<file path="src/rtl/bis_pkg.sv">
package bis_pkg;
    // width of the per-instruction lookahead field
    localparam int LA_W   = 3;
    // largest credit a thread can hold
    localparam int MAX_LA = (1 << LA_W) - 1;
    // in-flight count reaches at most MAX_LA + 1
    localparam int CNT_W  = $clog2(MAX_LA + 2);

    typedef struct packed {
        logic [CNT_W-1:0] cnt;     // instructions in flight
        logic [LA_W-1:0]  credit;  // further issues allowed while cnt != 0
    } ctx_t;
endpackage

</file>
<file path="src/rtl/bis_thr_ctx.sv">
module bis_thr_ctx
    import bis_pkg::*;
(
    input  logic            clk_i,
    input  logic            rst_i,
    input  logic            avail_i,
    input  logic [LA_W-1:0] la_i,
    input  logic            grant_i,
    input  logic            done_i,
    output logic            ready_o
);
    ctx_t ctx_d, ctx_q;
    logic retire;
    logic [LA_W-1:0] dec;

    // ready when idle, or when the dependence window still has room
    assign ready_o = avail_i && ((ctx_q.cnt == '0) || (ctx_q.credit != '0));

    always_comb begin
        ctx_d  = ctx_q;
        retire = done_i && (ctx_q.cnt != '0);
        dec    = ctx_q.credit - LA_W'(1);
        if (grant_i) begin
            if (ctx_q.cnt == '0) begin
                ctx_d.credit = la_i;
            end else begin
                ctx_d.credit = (la_i < dec) ? la_i : dec;
            end
        end
        ctx_d.cnt = ctx_q.cnt + CNT_W'(grant_i) - CNT_W'(retire);
    end

    always_ff @(posedge clk_i) begin
        if (rst_i) begin
            ctx_q <= '0;
        end else begin
            ctx_q <= ctx_d;
        end
    end
endmodule

</file>
<file path="src/rtl/bis_rr_pick.sv">
module bis_rr_pick #(
    parameter int NT    = 8,
    parameter int TID_W = $clog2(NT)
) (
    input  logic [NT-1:0]    req_i,
    input  logic [TID_W-1:0] last_i,
    output logic             any_o,
    output logic [TID_W-1:0] pick_o,
    output logic [NT-1:0]    grant_o
);
    int idx;

    always_comb begin
        any_o   = 1'b0;
        pick_o  = '0;
        grant_o = '0;
        for (int i = 0; i < NT; i++) begin
            idx = int'(last_i) + 1 + i;
            if (idx >= NT) begin
                idx = idx - NT;
            end
            if (!any_o && req_i[idx]) begin
                any_o        = 1'b1;
                pick_o       = TID_W'(idx);
                grant_o[idx] = 1'b1;
            end
        end
    end
endmodule

</file>
<file path="src/rtl/barrel_issue_sched.sv">
module barrel_issue_sched
    import bis_pkg::*;
#(
    parameter int NT    = 8,
    parameter int TID_W = $clog2(NT)
) (
    input  logic              clk_i,
    input  logic              rst_i,
    input  logic [NT-1:0]     avail_i,
    input  logic [NT*LA_W-1:0] la_i,
    input  logic [NT-1:0]     done_i,
    output logic              issue_valid_o,
    output logic [TID_W-1:0]  issue_tid_o
);
    typedef struct packed {
        logic             valid;
        logic [TID_W-1:0] tid;
        logic [TID_W-1:0] last;
    } sched_t;

    sched_t st_d, st_q;
    logic [NT-1:0]    ready;
    logic [NT-1:0]    grant;
    logic             any;
    logic [TID_W-1:0] pick;

    for (genvar g = 0; g < NT; g++) begin : g_ctx
        bis_thr_ctx u_ctx (
            .clk_i   (clk_i),
            .rst_i   (rst_i),
            .avail_i (avail_i[g]),
            .la_i    (la_i[g*LA_W +: LA_W]),
            .grant_i (grant[g]),
            .done_i  (done_i[g]),
            .ready_o (ready[g])
        );
    end

    bis_rr_pick #(.NT(NT), .TID_W(TID_W)) u_pick (
        .req_i   (ready),
        .last_i  (st_q.last),
        .any_o   (any),
        .pick_o  (pick),
        .grant_o (grant)
    );

    always_comb begin
        st_d       = st_q;
        st_d.valid = any;
        if (any) begin
            st_d.tid  = pick;
            st_d.last = pick;
        end
    end

    always_ff @(posedge clk_i) begin
        if (rst_i) begin
            st_q.valid <= 1'b0;
            st_q.tid   <= '0;
            st_q.last  <= TID_W'(NT - 1);
        end else begin
            st_q <= st_d;
        end
    end

    assign issue_valid_o = st_q.valid;
    assign issue_tid_o   = st_q.tid;
endmodule

</file>
<file path="config.mk">
export PLATFORM = sky130hd
export DESIGN_NAME = barrel_issue_sched
export DESIGN_NICKNAME = d
export VERILOG_FILES = /design/src/rtl/bis_pkg.sv /design/src/rtl/bis_thr_ctx.sv /design/src/rtl/bis_rr_pick.sv /design/src/rtl/barrel_issue_sched.sv
export SDC_FILE = /design/constraint.sdc
export NUM_CORES = 1
export LEC_CHECK = 0
export BUFFER_PORTS_ARGS = -buffer_cell sky130_fd_sc_hd__buf_2
export CORE_UTILIZATION = 62
export CTS_CLUSTER_DIAMETER = 200
export DETAILED_ROUTE_END_ITERATION = 7
export GPL_TIMING_DRIVEN = 0
export PLACE_DENSITY = 0.88
export SYNTH_ARGS = -nofsm -noshare
export SYNTH_HDL_FRONTEND = slang
export SYNTH_SLANG_ARGS = --single-unit
export TNS_END_PERCENT = 100
</file>
<file path="constraint.sdc">
create_clock -name clk_i -period 6 [get_ports clk_i]
set_input_delay 0.3 -clock clk_i [delete_from_list [all_inputs] [get_ports clk_i]]
set_output_delay 0.3 -clock clk_i [all_outputs]
set_load 0.1 [all_outputs]
</file>
**Yosys cells after proc, flatten, opt, wreduce, memory -nomap -nowiden**

Index checks and enable logic that the tools add are counted.

- Register bits after elaboration: 63
- Latch bits: 0
- Bits in writable memories: 0
- Memory bits (read-only): 0
- Input port bits: 42
- Output and inout bits: 4
- Word-level logic and storage cells: 256
- Memories kept: 0

- Add/subtract/negate cells: 40
- Multiply operators: 0
- Divide/modulo/power cells: 0
- $lt $le $gt $ge: 32
- Equal/unequal tests: 0
- Shift-type cells: 0
- Muxes and demuxes: 88
- Bitwise logic cells: 7
- Reductions and logical operators: 70

Operators by type and width:

| kind | number |
|---|---|
| $ge 32x1->1 const B | 8 |
| $lt 32x5->1 const B | 8 |
| $mux 32 | 8 |
| $ge 32x5->1 const B | 7 |
| $sub 32x5->32 const B | 7 |
| $add 32x4->32 const B | 4 |
| $mux 3 | 24 |
| $add 32x3->32 const B | 2 |
| $mux 8 | 8 |
| $or 8x8->8 | 7 |
| $add 32x2->32 const B | 1 |
| $add 4x1->4 | 8 |
| $logic_not 4->1 | 8 |
| $mux 1 | 32 |
| $reduce_bool 4->1 | 8 |
| $sub 4x1->4 | 8 |
| $logic_and 1x1->1 | 31 |
| $bmux 1 s3 | 8 |
| $demux 1 s3 | 8 |
| $lt 3x3->1 | 8 |
| $reduce_bool 3->1 | 8 |
| $sub 3x1->3 const B | 8 |
| $logic_or 1x1->1 | 8 |
| $logic_not 1->1 | 7 |
| 3 further kinds | 3 |

**Logic depth before layout (Yosys ltp)**

- Depth in word-level cells: 30
- Depth in mapped cells: 23
- Mapped depth without buffers: 18

**By module**

A second synthesis with hierarchy kept.

- Cell total of the unflattened synthesis: 755
- Area total of the unflattened synthesis: 6500.0 sq um

Modules (own cells, without submodules):

| module | instances | cells each | area an instance (sq um) | seq. area each (sq um) |
|---|---|---|---|---|
| bis_thr_ctx | 8 | 57 | 534.3 | 140.1 |
| bis_rr_pick | 1 | 275 | 1951.9 | 0.0 |
| barrel_issue_sched | 1 | 24 | 274.0 | 140.1 |

**Worst setup path after synthesis**

OpenSTA, ideal clock, no wires.

- Path type: reg-to-reg
- Start: reg st_q[0] (netlist name)
- End: reg g_ctx[2].u_ctx.ctx_q[5] (netlist name)
- Library setup time: 128 ps
- Arrival: 4813 ps
- Data required time: 5872 ps
- Slack: 1059 ps
- Cell stages (with the launch flop): 22
- Cell sequence: dfxtp_1 buf_2 inv_2 buf_1 clkbuf_1 ha_1 buf_2 mux4_2 mux2i_2 nand2_1 clkbuf_1 a211o_4 o32a_4 o221ai_4 inv_1 ha_1 inv_1 ha_1 inv_1 fa_1 xor2_1 nor2_1

- Word-level cells in the longest chain between the ends: 30

Ends and longest elaborated chain:

| item | RTL line | text |
|---|---|---|
| from (decl) | barrel_issue_sched.sv:21 | `sched_t st_d, st_q;` |
| from (signal assigned) | barrel_issue_sched.sv:62 | `st_q <= st_d;` |
| $add 3x1->4 (*) | bis_rr_pick.sv:18 | `idx = int'(last_i) + 1 + i;` |
| parallel branches: the longest is 26 deep, another holds $add 32x2->32 | n/a |  |
| $mux 8 (*) | bis_rr_pick.sv:22 | `if (!any_o && req_i[idx]) begin` |
| $add 4x1->4 (*) | bis_thr_ctx.sv:30 | `ctx_d.cnt = ctx_q.cnt + CNT_W'(grant_i) - CNT_W'(retire);` |
| $sub 4x1->4 (*) | bis_thr_ctx.sv:30 |  |
| to (signal assigned) | bis_thr_ctx.sv:37 | `ctx_q <= ctx_d;` |
| to (decl) | bis_thr_ctx.sv:12 | `ctx_t ctx_d, ctx_q;` |

Mark *: on every way between the ends. The select of a mux whose other input is x is not followed.
A chain may end at the register's enable or synchronous reset.

**Worst setup path in the final report**

- Start: reg st_q[0] (netlist name)
- End: reg g_ctx[3].u_ctx.ctx_q[5] (netlist name)

- Word-level cells in the longest chain between the ends: 30

Ends and longest elaborated chain:

| item | RTL line |
|---|---|
| $add 3x1->4 (*) | bis_rr_pick.sv:18 |
| parallel branches: the longest is 26 deep, another holds $add 32x2->32 | n/a |
| $mux 8 (*) | bis_rr_pick.sv:22 |
| $add 4x1->4 (*) | bis_thr_ctx.sv:30 |
| $sub 4x1->4 (*) | bis_thr_ctx.sv:30 |
| to (signal assigned) | bis_thr_ctx.sv:37 |
| to (decl) | bis_thr_ctx.sv:12 |

Marked as above.

==> flow_summary.json <==
{
  "run_status": "finished, violations left",
  "violations": "design-rule violations",
  "rsz0062_at_grt": "no",
  "critical_path.slowest_cell": "mux4_1",
  "gp_congestion": 1.14,
  "cap_viol_max_count": 0,
  "synth_nets": 884,
  "syn-instance-count": 759,
  "maxSlewHeadroom_pct": 42.0,
  "critical_path.cell_chain": "buf_2 > inv_2 > clkbuf_2 > clkbuf_2 > ha_1 > clkbuf_4 > mux4_1 > mux2i_1 > buf_2 > and2_1 > o211ai_1 > or2_2 > o211ai_1 > nor2_1 > ha_1 > inv_1 > ha_1 > fa_1 > xnor2_1 > nor2_1",
  "htree_levels": 3,
  "setup_violations": 0,
  "wl_mm": 18.3,
  "dr.pass1.iters": 8,
  "grt_pass1_wl_mm": 28.8,
  "track_usage_pct": 35.8,
  "tritoncts": "built",
  "num-nets-final": 940,
  "cts_buffers": 9,
  "drc": 5,
  "cpPeakStageDelay_ps": 610,
  "yosys_warnings": 0,
  "max_slew.worst_pin.slew_ps": 863,
  "port-buffer-count": 45,
  "worstSkewPairLatency_ps": 360,
  "die_x_um": 103,
  "startpoint_type": "flip-flop",
  "avgSynthCellArea_um2": 8.31,
  "io_pins": 46,
  "synthDistinctLibCells": 80,
  "synth_edf_count": 0,
  "seq_area_frac_synth_pct": 20.0,
  "die-area_mm2": 0.0106,
  "final_layout_size_suffix_gt1_share_pct": 15.5,
  "grt_max_degree": 12,
  "rows": 36,
  "drt_iter0_markers": 542,
  "via_count": 6187,
  "finalHoldViolations": 0,
  "tns_ps": 0,
  "area_delta_synth_final_pct": 9.63,
  "timing.fmax_mhz": 175,
  "dp_hpwl_mm": 14.2,
  "yosysTopAreaCell": "dfxtp_1",
  "synth_top_area_share_pct": 20.0,
  "synth_ff_type": "dfxtp_1",
  "antenna_found_initial": 0,
  "period_needed_ps": 5720,
  "vias_per_cell": 6.50,
  "fin_crit_sh_pct": 95.3,
  "grt_pass1_vias": 5823,
  "required_ps": 6210,
  "core_area_mm2": 0.00982,
  "worst_ep_arrival_time_ps": 5930,
  "slew_violations": 0,
  "fillers": 769,
  "syn_area_mm2": 0.00630,
  "crit_top_cell": "ha_1",
  "path_class": "reg2reg",
  "wl_per_cell_um": 19.2,
  "cp-end-kind": "flip-flop",
  "fin_worst_skew_ps": 16.9,
  "n_antenna_cell": 0,
  "hold_buffers": 0,
  "cts_root_buffer": "clkbuf_8",
  "max-clock-path-buffers": 2,
  "start_util_pct": 64.2,
  "ys_top_cells_by_count": "inv_1 (81), ha_1 (75), nor2_1 (68)",
  "cts.sink_count": 63,
  "fp.dieH_um": 103,
  "yosys-top-cells-area": "dfxtp_1 (20%), ha_1 (15%), inv_1 (4.8%), mux4_2 (4.6%), a21oi_1 (4.5%)",
  "cts.reportedPaths.clkPinSlew_ps": 70,
  "worst-path-max-fanout": 11,
  "synth-async-reset-ratio_pct": 0,
  "ys_ff_latch": 63,
  "yosysMostFrequentCell": "inv_1",
  "grt-ovfl-total": 0,
  "postRouteAntennaNets": 0,
  "hold_class": "in2reg"
}
[cells by family after synthesis]
logic type,share of synthesized area [%]
AND/OR/NAND/NOR,19.6
AO/OA/AOI/OAI,24.4
buffers and inverters,7.09
adder cells (fa/ha/maj),17.4
flip-flops,20.0
multiplexers,7.86
XOR/XNOR,3.61
[worst max-delay path, delay by kind of cell, from the launching register on]
family | cells | cell delay (ps)
buf+inv | 7 | 1510
fa+ha+maj | 4 | 1290
mux | 2 | 930
simple gates | 4 | 810
compound gates | 2 | 500
flops | 1 | 330
xor+xnor | 1 | 180
[sequential cells by signal, indices dropped and copies added, names as in the netlist]
name / cells
issue_tid_o: 3
g_ctx.u_ctx.ctx_q: 56
issue_valid_o: 1
st_q: 3
[through the flow]
stage | worst slack, ps | cell area, um2 | hold slack (ps) | utilization, % | cells
4_1_cts | 76.5 | 6910 | 307 | 70.3 | 952
5_1_grt | 55.8 | 6910 | 318 | 70.4 | 952
3_5_place_dp | 86.4 | 6700 | 450 | 68.2 | 937
2_1_floorplan | 1060 | 6300 | 432 | - | 759
6_report | 285 | 6910 | 308 | 70.4 | 952
3_3_place_gp | 28.6 | 6700 | 441 | 68.2 | 937
[area by class of cell]
cell class | instances | area [um2] | area share (%)
Sequential cell | 63 | 1260 | 18.3
Tap cell | 133 | 166 | 2.41
Buffer | 31 | 144 | 2.08
Timing Repair Buffer | 45 | 225 | 3.26
Multi-Input combinational cell | 583 | 4600 | 66.5
Clock buffer | 9 | 124 | 1.79
Inverter | 82 | 308 | 4.45
Clock inverter | 6 | 86.3 | 1.25
[cells in the final DEF (no fill, tap or decap), drive strengths merged, types with 8 or more instances in the layout]
cell / synthesis / final
a211oi: 15 / 15
a21o: 15 / 15
a21oi: 58 / 58
and2: 8 / 8
buf: 14 / 57
clkbuf: 17 / 28
dfxtp: 63 / 63
fa: 8 / 8
ha: 75 / 75
inv: 82 / 82
mux2i: 12 / 12
mux4: 15 / 15
nand2: 40 / 40
nand2b: 14 / 14
nand3: 11 / 11
nor2: 68 / 68
nor2b: 22 / 22
nor3: 17 / 17
nor3b: 9 / 9
o211ai: 20 / 20
o21a: 11 / 11
o21ai: 45 / 45
xnor2: 20 / 20
[layer usage]
layer  share of wire (%)  global-route usage [%]  up-vias
li1                    -                       -     2867
met1                  40                    44.2     2911
met2                  47                    60.1      338
met3                 9.6                    8.47       71
met4                 3.6                    14.4        0
met5                   0                       0        -
[worst paths after layout]
kind / startpoint / endpoint / slack (ps) / cells past startpoint
setup / recovery: st_q[0]$_SDFFE_PP1P_ / g_ctx[3].u_ctx.ctx_q[5]$_SDFF_PP0_ / 280 / 20
hold / removal: la_i[1] / g_ctx[0].u_ctx.ctx_q[1]$_SDFFE_PP0N_ / 310 / 3
setup reg to reg: st_q[0]$_SDFFE_PP1P_ / g_ctx[3].u_ctx.ctx_q[5]$_SDFF_PP0_ / 280 / 20
hold reg to reg: g_ctx[5].u_ctx.ctx_q[1]$_SDFFE_PP0N_ / g_ctx[5].u_ctx.ctx_q[1]$_SDFFE_PP0N_ / 460 / 2
[timing repair]
| action | 4_1_cts | 5_1_grt |
|---|---|---|
| setup endpoints to repair | 0 | 24 |
| hold endpoints to repair | 0 | 0 |
| gates resized for setup | 0 | 4 |
| buffers inserted | 0 | 0 |
Power is left out: the tool's default activity adds up to more than one toggle a clock period on the data nets, which glitch-free logic cannot reach.
